File: src/rtl/tcg_pkg.sv
package tcg_pkg;
  localparam int NSLOT   = 17;
  localparam int OST_BIT = 15;
  localparam int WDT_BIT = 16;
  localparam int SRCN    = 3;
  localparam int PSW     = 3;
  localparam int CTW     = SRCN + PSW;
  localparam int PS_MAX  = 5;
  localparam int CNTW    = 2 * PS_MAX;
  localparam int AW      = 4;
  localparam int DW      = NSLOT;

  localparam logic [AW-1:0] ADDR_STAT = 4'd10;
  localparam logic [AW-1:0] ADDR_SET  = 4'd11;
  localparam logic [AW-1:0] ADDR_CLR  = 4'd12;

  typedef struct packed {
    logic [PSW-1:0]  ps;
    logic [SRCN-1:0] src;
  } ctrl_t;

  localparam ctrl_t CTRL_RST_EXT = '{ps: '0, src: 3'b100};
  localparam ctrl_t CTRL_RST_RTC = '{ps: '0, src: 3'b010};

  function automatic logic [NSLOT-1:0] slot_mask(int ntmr, bit ost);
    logic [NSLOT-1:0] m;
    m = '0;
    for (int s = 0; s < NSLOT; s++)
      m[s] = (s < ntmr) || (s == OST_BIT && ost) || (s == WDT_BIT);
    return m;
  endfunction

  function automatic logic [AW-1:0] slot_addr(int s);
    if (s < 8)             return AW'(s);
    else if (s == OST_BIT) return 4'd8;
    else if (s == WDT_BIT) return 4'd9;
    else                   return 4'd15;
  endfunction
endpackage

File: src/rtl/tcg_stop.sv
module tcg_stop
  import tcg_pkg::*;
#(
  parameter logic [NSLOT-1:0] MASK = '1
) (
  input  logic             clk,
  input  logic             rst_n,
  input  logic             set_we,
  input  logic             clr_we,
  input  logic [NSLOT-1:0] wdata,
  output logic [NSLOT-1:0] stop_q
);
  logic [NSLOT-1:0] hit;
  assign hit = wdata & MASK;

  always_ff @(posedge clk) begin
    if (!rst_n)      stop_q <= MASK;
    else if (set_we) stop_q <= stop_q | hit;
    else if (clr_we) stop_q <= stop_q & ~hit;
  end
endmodule

File: src/rtl/tcg_channel.sv
module tcg_channel
  import tcg_pkg::*;
#(
  parameter ctrl_t RST_CTRL = CTRL_RST_EXT
) (
  input  logic            clk,
  input  logic            rst_n,
  input  logic            wr_en,
  input  ctrl_t           wr_ctrl,
  input  logic [SRCN-1:0] src_i,
  input  logic            run,
  output ctrl_t           ctrl_q,
  output logic            tick_o
);
  logic [CNTW-1:0] cnt_q;
  logic [CNTW-1:0] last;
  logic [CNTW:0]   full;
  logic [PSW-1:0]  n_eff;
  logic            hit;

  always_comb begin
    n_eff = (ctrl_q.ps > PSW'(PS_MAX)) ? PSW'(PS_MAX) : ctrl_q.ps;
    full  = (CNTW+1)'(1) << {n_eff, 1'b0};
    last  = full[CNTW-1:0] - 1'b1;
    hit   = run && $onehot(ctrl_q.src) && |(src_i & ctrl_q.src);
  end

  always_ff @(posedge clk) begin
    if (!rst_n) begin
      ctrl_q <= RST_CTRL;
      cnt_q  <= '0;
      tick_o <= 1'b0;
    end else begin
      tick_o <= 1'b0;
      if (wr_en) begin
        ctrl_q <= wr_ctrl;
        cnt_q  <= '0;
      end else if (hit) begin
        if (cnt_q == last) begin
          cnt_q  <= '0;
          tick_o <= 1'b1;
        end else begin
          cnt_q <= cnt_q + 1'b1;
        end
      end
    end
  end
endmodule

File: src/rtl/timer_clk_gate.sv
module timer_clk_gate
  import tcg_pkg::*;
#(
  parameter int NUM_TMR        = 8,
  parameter bit HAS_OST        = 1'b1,
  parameter bit BUS_CLK_GLOBAL = 1'b0
) (
  input  logic            clk,
  input  logic            rst_n,
  input  logic [AW-1:0]   bus_addr,
  input  logic [DW-1:0]   bus_wdata,
  input  logic            bus_we,
  output logic [DW-1:0]   bus_rdata,
  input  logic [SRCN-1:0] src_pulse_i,
  output logic [NSLOT-1:0] tick_o
);
  localparam logic [NSLOT-1:0] MASK = slot_mask(NUM_TMR, HAS_OST);

  logic [NSLOT-1:0]        stop_q;
  ctrl_t [NSLOT-1:0]       ctrl_all;

  tcg_stop #(.MASK(MASK)) u_stop (
    .clk    (clk),
    .rst_n  (rst_n),
    .set_we (bus_we && bus_addr == ADDR_SET),
    .clr_we (bus_we && bus_addr == ADDR_CLR),
    .wdata  (bus_wdata[NSLOT-1:0]),
    .stop_q (stop_q)
  );

  for (genvar s = 0; s < NSLOT; s++) begin : g_slot
    if (MASK[s]) begin : g_on
      localparam ctrl_t RST_V = (s == WDT_BIT) ? CTRL_RST_RTC : CTRL_RST_EXT;
      logic accept;
      assign accept = bus_we && (bus_addr == slot_addr(s)) &&
                      (BUS_CLK_GLOBAL || !stop_q[s]);
      tcg_channel #(.RST_CTRL(RST_V)) u_ch (
        .clk     (clk),
        .rst_n   (rst_n),
        .wr_en   (accept),
        .wr_ctrl (ctrl_t'(bus_wdata[CTW-1:0])),
        .src_i   (src_pulse_i),
        .run     (!stop_q[s]),
        .ctrl_q  (ctrl_all[s]),
        .tick_o  (tick_o[s])
      );
    end else begin : g_off
      assign ctrl_all[s] = '0;
      assign tick_o[s]   = 1'b0;
    end
  end

  always_comb begin
    bus_rdata = '0;
    if (bus_addr == ADDR_STAT) bus_rdata = stop_q;
    for (int s = 0; s < NSLOT; s++)
      if (MASK[s] && bus_addr == slot_addr(s))
        bus_rdata[CTW-1:0] = ctrl_all[s];
  end
endmodule

File: config.mk
export PLATFORM = sky130hd
export DESIGN_NAME = timer_clk_gate
export DESIGN_NICKNAME = d
export VERILOG_FILES = /design/src/rtl/tcg_pkg.sv /design/src/rtl/tcg_stop.sv /design/src/rtl/tcg_channel.sv /design/src/rtl/timer_clk_gate.sv
export SDC_FILE = /design/constraint.sdc
export NUM_CORES = 1
export LEC_CHECK = 0
export BUFFER_PORTS_ARGS = -buffer_cell sky130_fd_sc_hd__buf_4
export CORE_ASPECT_RATIO = 1.25
export CORE_MARGIN = 2
export CORE_UTILIZATION = 40
export DETAILED_ROUTE_END_ITERATION = 8
export GPL_TIMING_DRIVEN = 0
export HOLD_SLACK_MARGIN = 0.05
export PLACE_DENSITY = 0.58
export REMOVE_ABC_BUFFERS = 1
export SLEW_MARGIN = 20
export SYNTH_ARGS = -nofsm -noshare
export SYNTH_HDL_FRONTEND = slang
export SYNTH_SLANG_ARGS = --single-unit
File: constraint.sdc
create_clock -name clk -period 5.1 [get_ports clk]
set_input_delay 1.02 -clock clk [delete_from_list [all_inputs] [get_ports clk]]
set_output_delay 1.02 -clock clk [all_outputs]
set_load 0.02 [all_outputs]
# == Word level (Yosys, flattened, before mapping) ==
# Cells that the tools add are included.
# totals
ff_bits,187
wordCells,284
# op_classes
addsub,40
n_lt_le_gt_ge,10
eq_ne,32
n_shift,10
n_mux,43
bitwise_logic,24
n_reduce_logical,84
# ops
operator,n
$add 10x1->10 const B,10
$eq 10x10->1,10
$mux 10,10
$shl 1x4->10 const A,10
$sub 10x1->10 const B,10
$mux 6,10
$reduce_or 3->1,20
$mux 17,3
$logic_and 1x1->1,42
$and 3x3->3,10
$gt 3x3->1 const B,10
$mux 3,10
$add 1x1->2,10
$add 2x1->2,10
$eq 2x1->1 const B,10
$eq 4x4->1 const B,5
$reduce_or 2->1,10
$and 17x17->17,1
$not 17->17,1
$or 17x17->17,1
$eq 4x3->1 const B,4
$not 1->1,11
$logic_not 1->1,10
$mux 1,10
other kinds (4),5

# == Longest topological paths before layout ==
# Gate-level depths: netlist (run 1).
# logic_depth
depth_word,12
depth_mapped,10
mapped_depth_nobuf,8

# == Modules after synthesis ==
# From an unflattened synthesis (run 1), not the netlist that was laid out.
# hier_totals
hier_cells,1222
area_unflattened_um2,11011.8
# by_module_without_submodules
module,n_inst,cells_per_inst,area_per_inst_um2,seq_area_each_um2
tcg_channel at g_slot[15].g_on.u_ch ...,7,102,959.7,340.3
timer_clk_gate,1,169,1118.6,0.0
tcg_channel at g_slot[0].g_on.u_ch,1,105,967.2,340.3
tcg_channel at g_slot[6].g_on.u_ch,1,99,922.1,340.3
tcg_channel at g_slot[7].g_on.u_ch,1,94,872.1,340.3
tcg_stop,1,41,414.1,200.2

# == Least setup slack after synthesis (run 1) ==
# Ideal clock, no wire load.
# synth_timing
path_type,input -> output
from,input bus_addr[3]
to,output bus_rdata[3]
arrival_ns,2.655
required_ns,4.080
path_slack_ns,1.425
stages,6
n_path_buf,2
path_cell_list,clkbuf_1 buf_1 nor2_1 o21ai_0 o221ai_1 o31ai_1
# synth_between
elab_chain_len,12
# synth_rtl
element,line,text
start: declaration,timer_clk_gate.sv:10,"input logic [AW-1:0] bus_addr,"
$eq 4x4->1,timer_clk_gate.sv:55,if (bus_addr == ADDR_STAT) bus_rdata = stop_q;
$mux 17,timer_clk_gate.sv:55,
$mux 6 (9 in a row),timer_clk_gate.sv:57,if (MASK[s] && bus_addr == slot_addr(s))
$mux 6 (*),timer_clk_gate.sv:57,
end: declaration,timer_clk_gate.sv:13,"output logic [DW-1:0] bus_rdata,"
# Mark *: on every way between the ends. The rest lies on a longest branch, timed or not.

# == Worst setup path in the final report (run 1) ==
# layout_timing
from,input bus_addr[1]
to,output bus_rdata[1]
# Same word-level chain as after synthesis.

==> results of run 1 <==
[worst min-delay path, stage by stage (launching register included)]
cell and delay (ps):
sky130_fd_sc_hd__dfxtp_1 360, sky130_fd_sc_hd__mux2i_1 80, sky130_fd_sc_hd__nand2_1 50
[metrics by stage]
stage / std cells / hold slack [ps] / setup WS, ps / area, sq um / utilization
floorplan: 1127 / 467.0 / 1733 / 9841 / -
global placement: 1501 / 487.3 / 913.3 / 10550 / 0.4186
detailed placement: 1505 / 506.2 / 1056 / 10620 / 0.4213
CTS: 1537 / 522.8 / 1073 / 11190 / 0.4438
global route: 1537 / 549.5 / 923.4 / 11190 / 0.4438
finish: 1537 / 523.2 / 1003 / 11190 / 0.4438
[report_power, final]
part	internal, mW	total (mW)	switching (mW)	leakage [nW]
combinational	0.0537	0.178	0.125	2.85
clock	0.695	1.28	0.587	0.272
sequential	1.41	1.41	0.00527	1.45
[cell type report]
cell class,count,area [sq um]
multi-input combinational,913,6142
clock buffer,20,446.7
inverter,34,127.6
sequential,180,3603
timing repair buffer,43,330.3
tap,335,419.2
fill,2538,14020
clock inverter,12,120.1
[synthesized netlist by cell type, drive strengths merged (12+ instances only)]
| master | number | area share |
|---|---|---|
| a21oi | 26 | 0.013 |
| and2 | 18 | 0.011 |
| and3 | 21 | 0.013 |
| and4 | 12 | 0.010 |
| buf | 34 | 0.022 |
| clkbuf | 52 | 0.019 |
| dfxtp | 180 | 0.35 |
| ha | 19 | 0.023 |
| inv | 33 | 0.012 |
| mux2i | 68 | 0.067 |
| nand2 | 87 | 0.032 |
| nand3 | 43 | 0.021 |
| nand4 | 29 | 0.018 |
| nor2 | 185 | 0.068 |
| nor3 | 23 | 0.012 |
| nor4 | 19 | 0.012 |
| o21ai | 29 | 0.015 |
| or3 | 19 | 0.012 |
| xnor2 | 43 | 0.037 |
| xor2 | 80 | 0.069 |
[worst min-delay path by stage]
stage | cells past startpoint | endpoint | startpoint | slack, ps
final | 2 | g_slot[4].g_on.u_ch.ctrl_q[2] | g_slot[4].g_on.u_ch.ctrl_q[2] | 520
after global routing | 2 | g_slot[4].g_on.u_ch.ctrl_q[2] | g_slot[4].g_on.u_ch.ctrl_q[2] | 550
after CTS | 2 | g_slot[4].g_on.u_ch.ctrl_q[2] | g_slot[4].g_on.u_ch.ctrl_q[2] | 520
after detailed placement | 2 | g_slot[4].g_on.u_ch.ctrl_q[2] | g_slot[4].g_on.u_ch.ctrl_q[2] | 510
after global placement | 2 | g_slot[4].g_on.u_ch.ctrl_q[2] | g_slot[4].g_on.u_ch.ctrl_q[2] | 490
after floorplan | 2 | g_slot[1].g_on.u_ch.ctrl_q[2] | g_slot[1].g_on.u_ch.ctrl_q[2] | 470
[routing by layer]
| layer | track usage | up-vias |
|---|---|---|
| li1 | - | 4185 |
| met1 | 0.2484 | 3964 |
| met2 | 0.3223 | 169 |
| met3 | 0.03350 | 27 |
| met4 | 0.05462 | 0 |
| met5 | 0 | - |
[placed cells by master (no fill, tap or decap), drive strengths merged, types with 38 or more instances in the layout]
master,netlist,routed
buf,34,43
dfxtp,180,180
inv,33,38
mux2i,68,68
nand2,87,87
nand3,43,43
nor2,185,185
xnor2,43,43
xor2,80,80
[state kept, by name, summed over array words and instances (netlist names), named ones only]
name and flops:
g_slot.g_on.u_ch.cnt_q 100, g_slot.g_on.u_ch.ctrl_q 60, g_slot.g_on.u_ch.tick_o 10
[kinds of logic (layout without fill, tap and decap cells)]
logic type                 count (synthesis)  count (layout)  share of synthesized area
xor gates and xnor gates                 123             123                     0.1054
DFF                                      180             180                     0.3527
muxes                                     75              75                    0.07655
AOI/OAI and AO/OA                        156             156                     0.1145
other                                      1              14                  0.0003671
adders and majority gates                 29              29                    0.04287
buffers and inverters                    120             109                    0.05401
and+or+nand+nor                          516             516                     0.2535
==> impl_metrics.ini, run 1 <==
[run_status]
outcome = finished clean

[logic_synthesis]
synthesis.area_sq_um = 10220
proportion_of_synthesized_chip_area_in_sequential_cells = 0.3527
yosys_register_bits = 180
yosys_most_used_dff = sky130_fd_sc_hd__dfxtp_1
synth.avg_cell_area_sq_um = 8.513
netlist-cell-type-count = 79
synth_edf_count = 0
async_reset_ff_frac = 0
syn-instance-count = 1200
synth.yosys.warnings = 0

[drt]
drt-met1-wl_um = 11600
drt-wirelength-per-cell_um = 16.27
drtAntennaViolNets = 0
route.met3.wl_um = 1131
dr_wl_met2_um = 11870
finalWirelength_um = 25010
total_via_count_after_detailed_routing = 8345
drcViolationCount = 0
detailedRoute.firstPassIterationCount = 5
count_of_routing_violations_after_the_opening_detailed_route_iteration = 553
maxUsedRoutingLayer = met4
routed_via_density = 5.429

[critical_path]
terminus_of_the_critical_flop_to_flop_path = g_slot[1].g_on.u_ch.cnt_q[2]
cp_common_cell = sky130_fd_sc_hd__buf_4
critical_path.max_fanout = 26
crit_path_leading_delay_family = compound AO/OA/AOI/OAI gates
crit_required_ps = 4080
critical_path_cell_list = buf_4, nor2b_1, a32oi_1, o32ai_1, a31oi_1, o21ai_0, buf_4
cp-startpoint = bus_addr[1]
cp_num_buf_inv = 2
critPathArrivalTime_ps = 3080
setup.worst_path.class = input pin to primary output
worst_r2r_path_depth = 7
r2r_start = g_slot[1].g_on.u_ch.ctrl_q[0]
register_to_register_setup_slack_ps = 2160
crit_cells = 7
timing.critical_path.to_type = primary output
cp-endpoint = bus_rdata[1]
timing.critical_path.slowest_stage_cell = sky130_fd_sc_hd__nor2b_1
max_stage_delay_ps = 550
worstSetupStartpointType = input pin

[cts]
cts_buffer_depth = 2
ctsHtreeMaxLevel = 4
holdBufCountCts = 0
setup_repair_bufs_after_cts = 0
clock_tree.root_cell = sky130_fd_sc_hd__clkbuf_16
cts_resized = 0
cts.reportedPaths.clkPinSlew_ps = 60
cts.sinks = 180
cts_buffers = 17
clock_network_latency_to_the_later_pin_of_the_worst_skew_pair_ps = 440
clock_tree_from_tritoncts = built

[place]
place_congestion = 0.8864
hpwl_after_detailed_placement_um = 17560
placement.io_buffers = 39

[finish]
layout-area-overhead-vs-synth_pct = 9.529
antennaDiodeCount = 0
post_route_cells_drive_above_1_share = 0.09734
final_net_count = 1245

[sta]
achievable-frequency_mhz = 244.1
slew_violations = 0
final.min_clock_period_ps = 4097
timing.final.setup_violations = 0
share_of_the_clock_period_used_by_the_worst_path = 0.8033
tns_ps = 0
worstMarginPinSlew_ps = 1001
final_hold_viol_count = 0
grt_setup_unrepaired = false
fin_worst_skew_ps = 12.27
maxSlewHeadroom = 0.3325

[power_and_ir_drop]
power_density_nw_per_um2 = 256.9
power.static_leakage_nw = 4.576
max-vdd-ir-drop_mv = 0.2015
post-layout-total-power_mw = 2.875

[die]
initial_utilization = 0.4052
floorplan.die.height_um = 182.7
fp.coreArea_sq_um = 25210
fp.dieArea_sq_um = 26840
ios = 61
floorplan.rows = 65
chipWidth_um = 146.9

[grt]
groute.usage.overall = 0.1900
grt_pass1_wl_um = 41080
maximum_number_of_pins_on_one_net_before_global_route_repair = 37
grt_overflow = 0
initial_antenna_violation_count = 0
grt_pass1_vias = 7909

[flow_run]
drv_cap = 0

[hold_path]
hp-class = register to register
Power figures use the tool's default switching activity.
==> inputs of run 2 (changes only) <==
--- a/config.mk
+++ b/config.mk
@@ -5,6 +5,7 @@
 export SDC_FILE = /design/constraint.sdc
 export NUM_CORES = 1
 export LEC_CHECK = 0
+export ABC_AREA = 1
 export BUFFER_PORTS_ARGS = -buffer_cell sky130_fd_sc_hd__buf_4
 export CORE_ASPECT_RATIO = 1.25
 export CORE_MARGIN = 2
==> constraint.sdc (replaced) <==
create_clock -name clk -period 4.25 [get_ports clk]
set_input_delay 0.85 -clock clk [delete_from_list [all_inputs] [get_ports clk]]
set_output_delay 0.85 -clock clk [all_outputs]
set_load 0.02 [all_outputs]
==> run 2 against run 1 <==
Compared with the run above:
- sequential power up 21%
- synthesized area up 9.7%
- hold slack worse by 32 ps
- flip-flop and latch count unchanged
- synthesized cell count up 47%
- sequential share of layout area down 2.8 points
- critical endpoint is now bus_rdata[3]
==> impl_metrics.ini, run 2 <==
[run_status]
outcome = finished clean

[sta]
achievable-frequency_mhz = 298.4
worstMarginPinSlew_ps = 1024
setup_ws_ps = 898.7
fin_worst_skew_ps = 8.655
slew_violations = 0
tns_ps = 0
timing.final.setup_violations = 0
grt_setup_unrepaired = false
final.min_clock_period_ps = 3351
hold-worst-slack_ps = 490.9
share_of_the_clock_period_used_by_the_worst_path = 0.7885
maxSlewHeadroom = 0.3149
final_hold_viol_count = 0

[cts]
setup_repair_bufs_after_cts = 0
cts_resized = 0
cts_buffers = 17
holdBufCountCts = 0
clock_tree.root_cell = sky130_fd_sc_hd__clkbuf_16
cts.reportedPaths.clkPinSlew_ps = 70
cts_buffer_depth = 2
clock_tree_from_tritoncts = built
clock_network_latency_to_the_later_pin_of_the_worst_skew_pair_ps = 440
ctsHtreeMaxLevel = 4
cts.sinks = 180

[die]
floorplan.die.height_um = 191.1
fp.dieArea_sq_um = 29380
floorplan.rows = 68
ios = 61
fp.coreArea_sq_um = 27570
chipWidth_um = 153.7
initial_utilization = 0.4065

[drt]
total_via_count_after_detailed_routing = 10580
drt-wirelength-per-cell_um = 13.13
routed_via_density = 4.955
drtAntennaViolNets = 0
detailedRoute.firstPassIterationCount = 5
finalWirelength_um = 28040
drcViolationCount = 0
count_of_routing_violations_after_the_opening_detailed_route_iteration = 612

[finish]
layout_commonest_cell = sky130_fd_sc_hd__nand2_1
area_occupied_by_multi_input_gates_sq_um = 6282
final_design_area_no_fill_sq_um = 12240
mostFrequentLayoutCells = 436 x sky130_fd_sc_hd__nand2_1, 257 x sky130_fd_sc_hd__inv_1, 207 x sky130_fd_sc_hd__nor2_1
final_util = 0.4439
filler_cell_count = 2986
seq_cell_area_sq_um = 3603
post_route_cells_drive_above_1_share = 0.06891
largest_register = g_slot.g_on.u_ch.cnt_q
antennaDiodeCount = 0
final_net_count = 1829
reg_top3 = g_slot.g_on.u_ch.cnt_q x100, g_slot.g_on.u_ch.ctrl_q x60, g_slot.g_on.u_ch.tick_o x10
largest_reg_flops = 100
layout-area-overhead-vs-synth_pct = 9.200

[logic_synthesis]
syn-instance-count = 1763
yosys_register_bits = 180
async_reset_ff_frac = 0
synth_edf_count = 0
synthTopCellsByArea = sky130_fd_sc_hd__dfxtp_1 32%, sky130_fd_sc_hd__nand2_1 15%, sky130_fd_sc_hd__inv_1 8.6%
yosys_most_used_dff = sky130_fd_sc_hd__dfxtp_1
proportion_of_synthesized_chip_area_in_sequential_cells = 0.3216
synthesis.area_sq_um = 11210
netlist-cell-type-count = 45
ys_top_cells_by_count = 436 x sky130_fd_sc_hd__nand2_1, 257 x sky130_fd_sc_hd__inv_1, 207 x sky130_fd_sc_hd__nor2_1
synth.yosys.warnings = 0
synthMostInstantiatedCell = sky130_fd_sc_hd__nand2_1
yosys.area.top_type_share = 0.3216
synth.avg_cell_area_sq_um = 6.356
cell_type_contributing_the_most_total_cell_area_after_synthesis = sky130_fd_sc_hd__dfxtp_1

[critical_path]
crit_required_ps = 3400
max_stage_delay_ps = 600
cp_common_cell = sky130_fd_sc_hd__nor2_1
worst_r2r_path_depth = 10
critical_path_cell_list = buf_4, nor2_1, nand2_2, nor2_1, nor2_1, nand4_1, nand2_1, nand4_1, buf_4
worstSetupStartpointType = input pin
cp-endpoint = bus_rdata[3]
r2r_start = g_slot[1].g_on.u_ch.ctrl_q[0]
cp-startpoint = bus_addr[2]
timing.critical_path.slowest_stage_cell = sky130_fd_sc_hd__nor2_1
critPathArrivalTime_ps = 2500
timing.critical_path.to_type = primary output
terminus_of_the_critical_flop_to_flop_path = g_slot[1].g_on.u_ch.cnt_q[8]
critical_path.max_fanout = 13
register_to_register_setup_slack_ps = 1990
setup.worst_path.class = input pin to primary output

[flow_run]
drv_cap = 0

[place]
placement.io_buffers = 39
dpl_cell_area_sq_um = 11640
hpwl_after_detailed_placement_um = 21030
place_congestion = 0.8873
place_worst_setup_slack_ps = 914.9

[hold_path]
hp-class = register to register

[grt]
maximum_number_of_pins_on_one_net_before_global_route_repair = 69
grt_pass1_vias = 9966
grt.busiest_layer = met2
groute.layer.met1.usage = 0.2449
groute.layer.met3.usage = 0.03174
grt_overflow = 0
grt.met2_usage = 0.3371
initial_antenna_violation_count = 0
groute.usage.overall = 0.1946
grt_pass1_wl_um = 47120

[power_and_ir_drop]
power.static_leakage_nw = 5.574
power_density_nw_per_um2 = 291.3
max-vdd-ir-drop_mv = 0.2744
[run 2: layout make-up]
cell class	instances	area share
multi-input combinational	1263	0.5134
sequential	180	0.2945
inverter	272	0.08344
clock buffer	20	0.03650
tap	350	0.03579
timing repair buffer	39	0.02393
clock inverter	11	0.01247
[run 2: cells by family after synthesis]
family | Yosys count | share of synthesized area
other | 1 | 0.0003346
DFF | 180 | 0.3216
buffers and inverters | 333 | 0.1222
AOI/OAI and AO/OA | 245 | 0.1136
adders and majority gates | 29 | 0.03908
and+or+nand+nor | 924 | 0.3634
xor gates and xnor gates | 51 | 0.03986
[run 2: worst min path at each step]
stage	from	end	slack, ps	cells after the start
detailed placement	g_slot[5].g_on.u_ch.ctrl_q[2]	g_slot[5].g_on.u_ch.ctrl_q[2]	470	2
global placement	g_slot[5].g_on.u_ch.ctrl_q[2]	g_slot[5].g_on.u_ch.ctrl_q[2]	470	2
CTS	g_slot[5].g_on.u_ch.ctrl_q[2]	g_slot[5].g_on.u_ch.ctrl_q[2]	490	2
finish	g_slot[5].g_on.u_ch.ctrl_q[2]	g_slot[5].g_on.u_ch.ctrl_q[2]	490	2
floorplan	g_slot[5].g_on.u_ch.ctrl_q[2]	g_slot[5].g_on.u_ch.ctrl_q[2]	450	2
global route	g_slot[5].g_on.u_ch.ctrl_q[2]	g_slot[5].g_on.u_ch.ctrl_q[2]	520	2
[run 2: through the flow]
stage | instances | total power, mW
6_report | 2135 | 3.565
5_1_grt | 2135 | 3.692
4_1_cts | 2135 | 3.612
3_5_place_dp | 2104 | 1.958
3_3_place_gp | 2104 | 1.956
2_1_floorplan | 1715 | 1.864
[run 2: metal layers]
| layer | vias to the layer above | wire length, um |
|---|---|---|
| li1 | 5583 | - |
| met1 | 4779 | 12850 |
| met2 | 177 | 13360 |
| met3 | 40 | 1181 |
| met4 | 0 | 641 |
| met5 | - | 0 |
[run 2: report_power, final]
part	total, mW	switching, mW	internal (mW)
Sequential	1.70	0.00645	1.69
Combinational	0.221	0.159	0.0617
Clock	1.65	0.703	0.942
[run 2: worst max-delay path, delay by kind of cell]
kind / cells / cell delay (ps)
buffers and inverters: 2 / 310
AND/OR/NAND/NOR: 7 / 1340
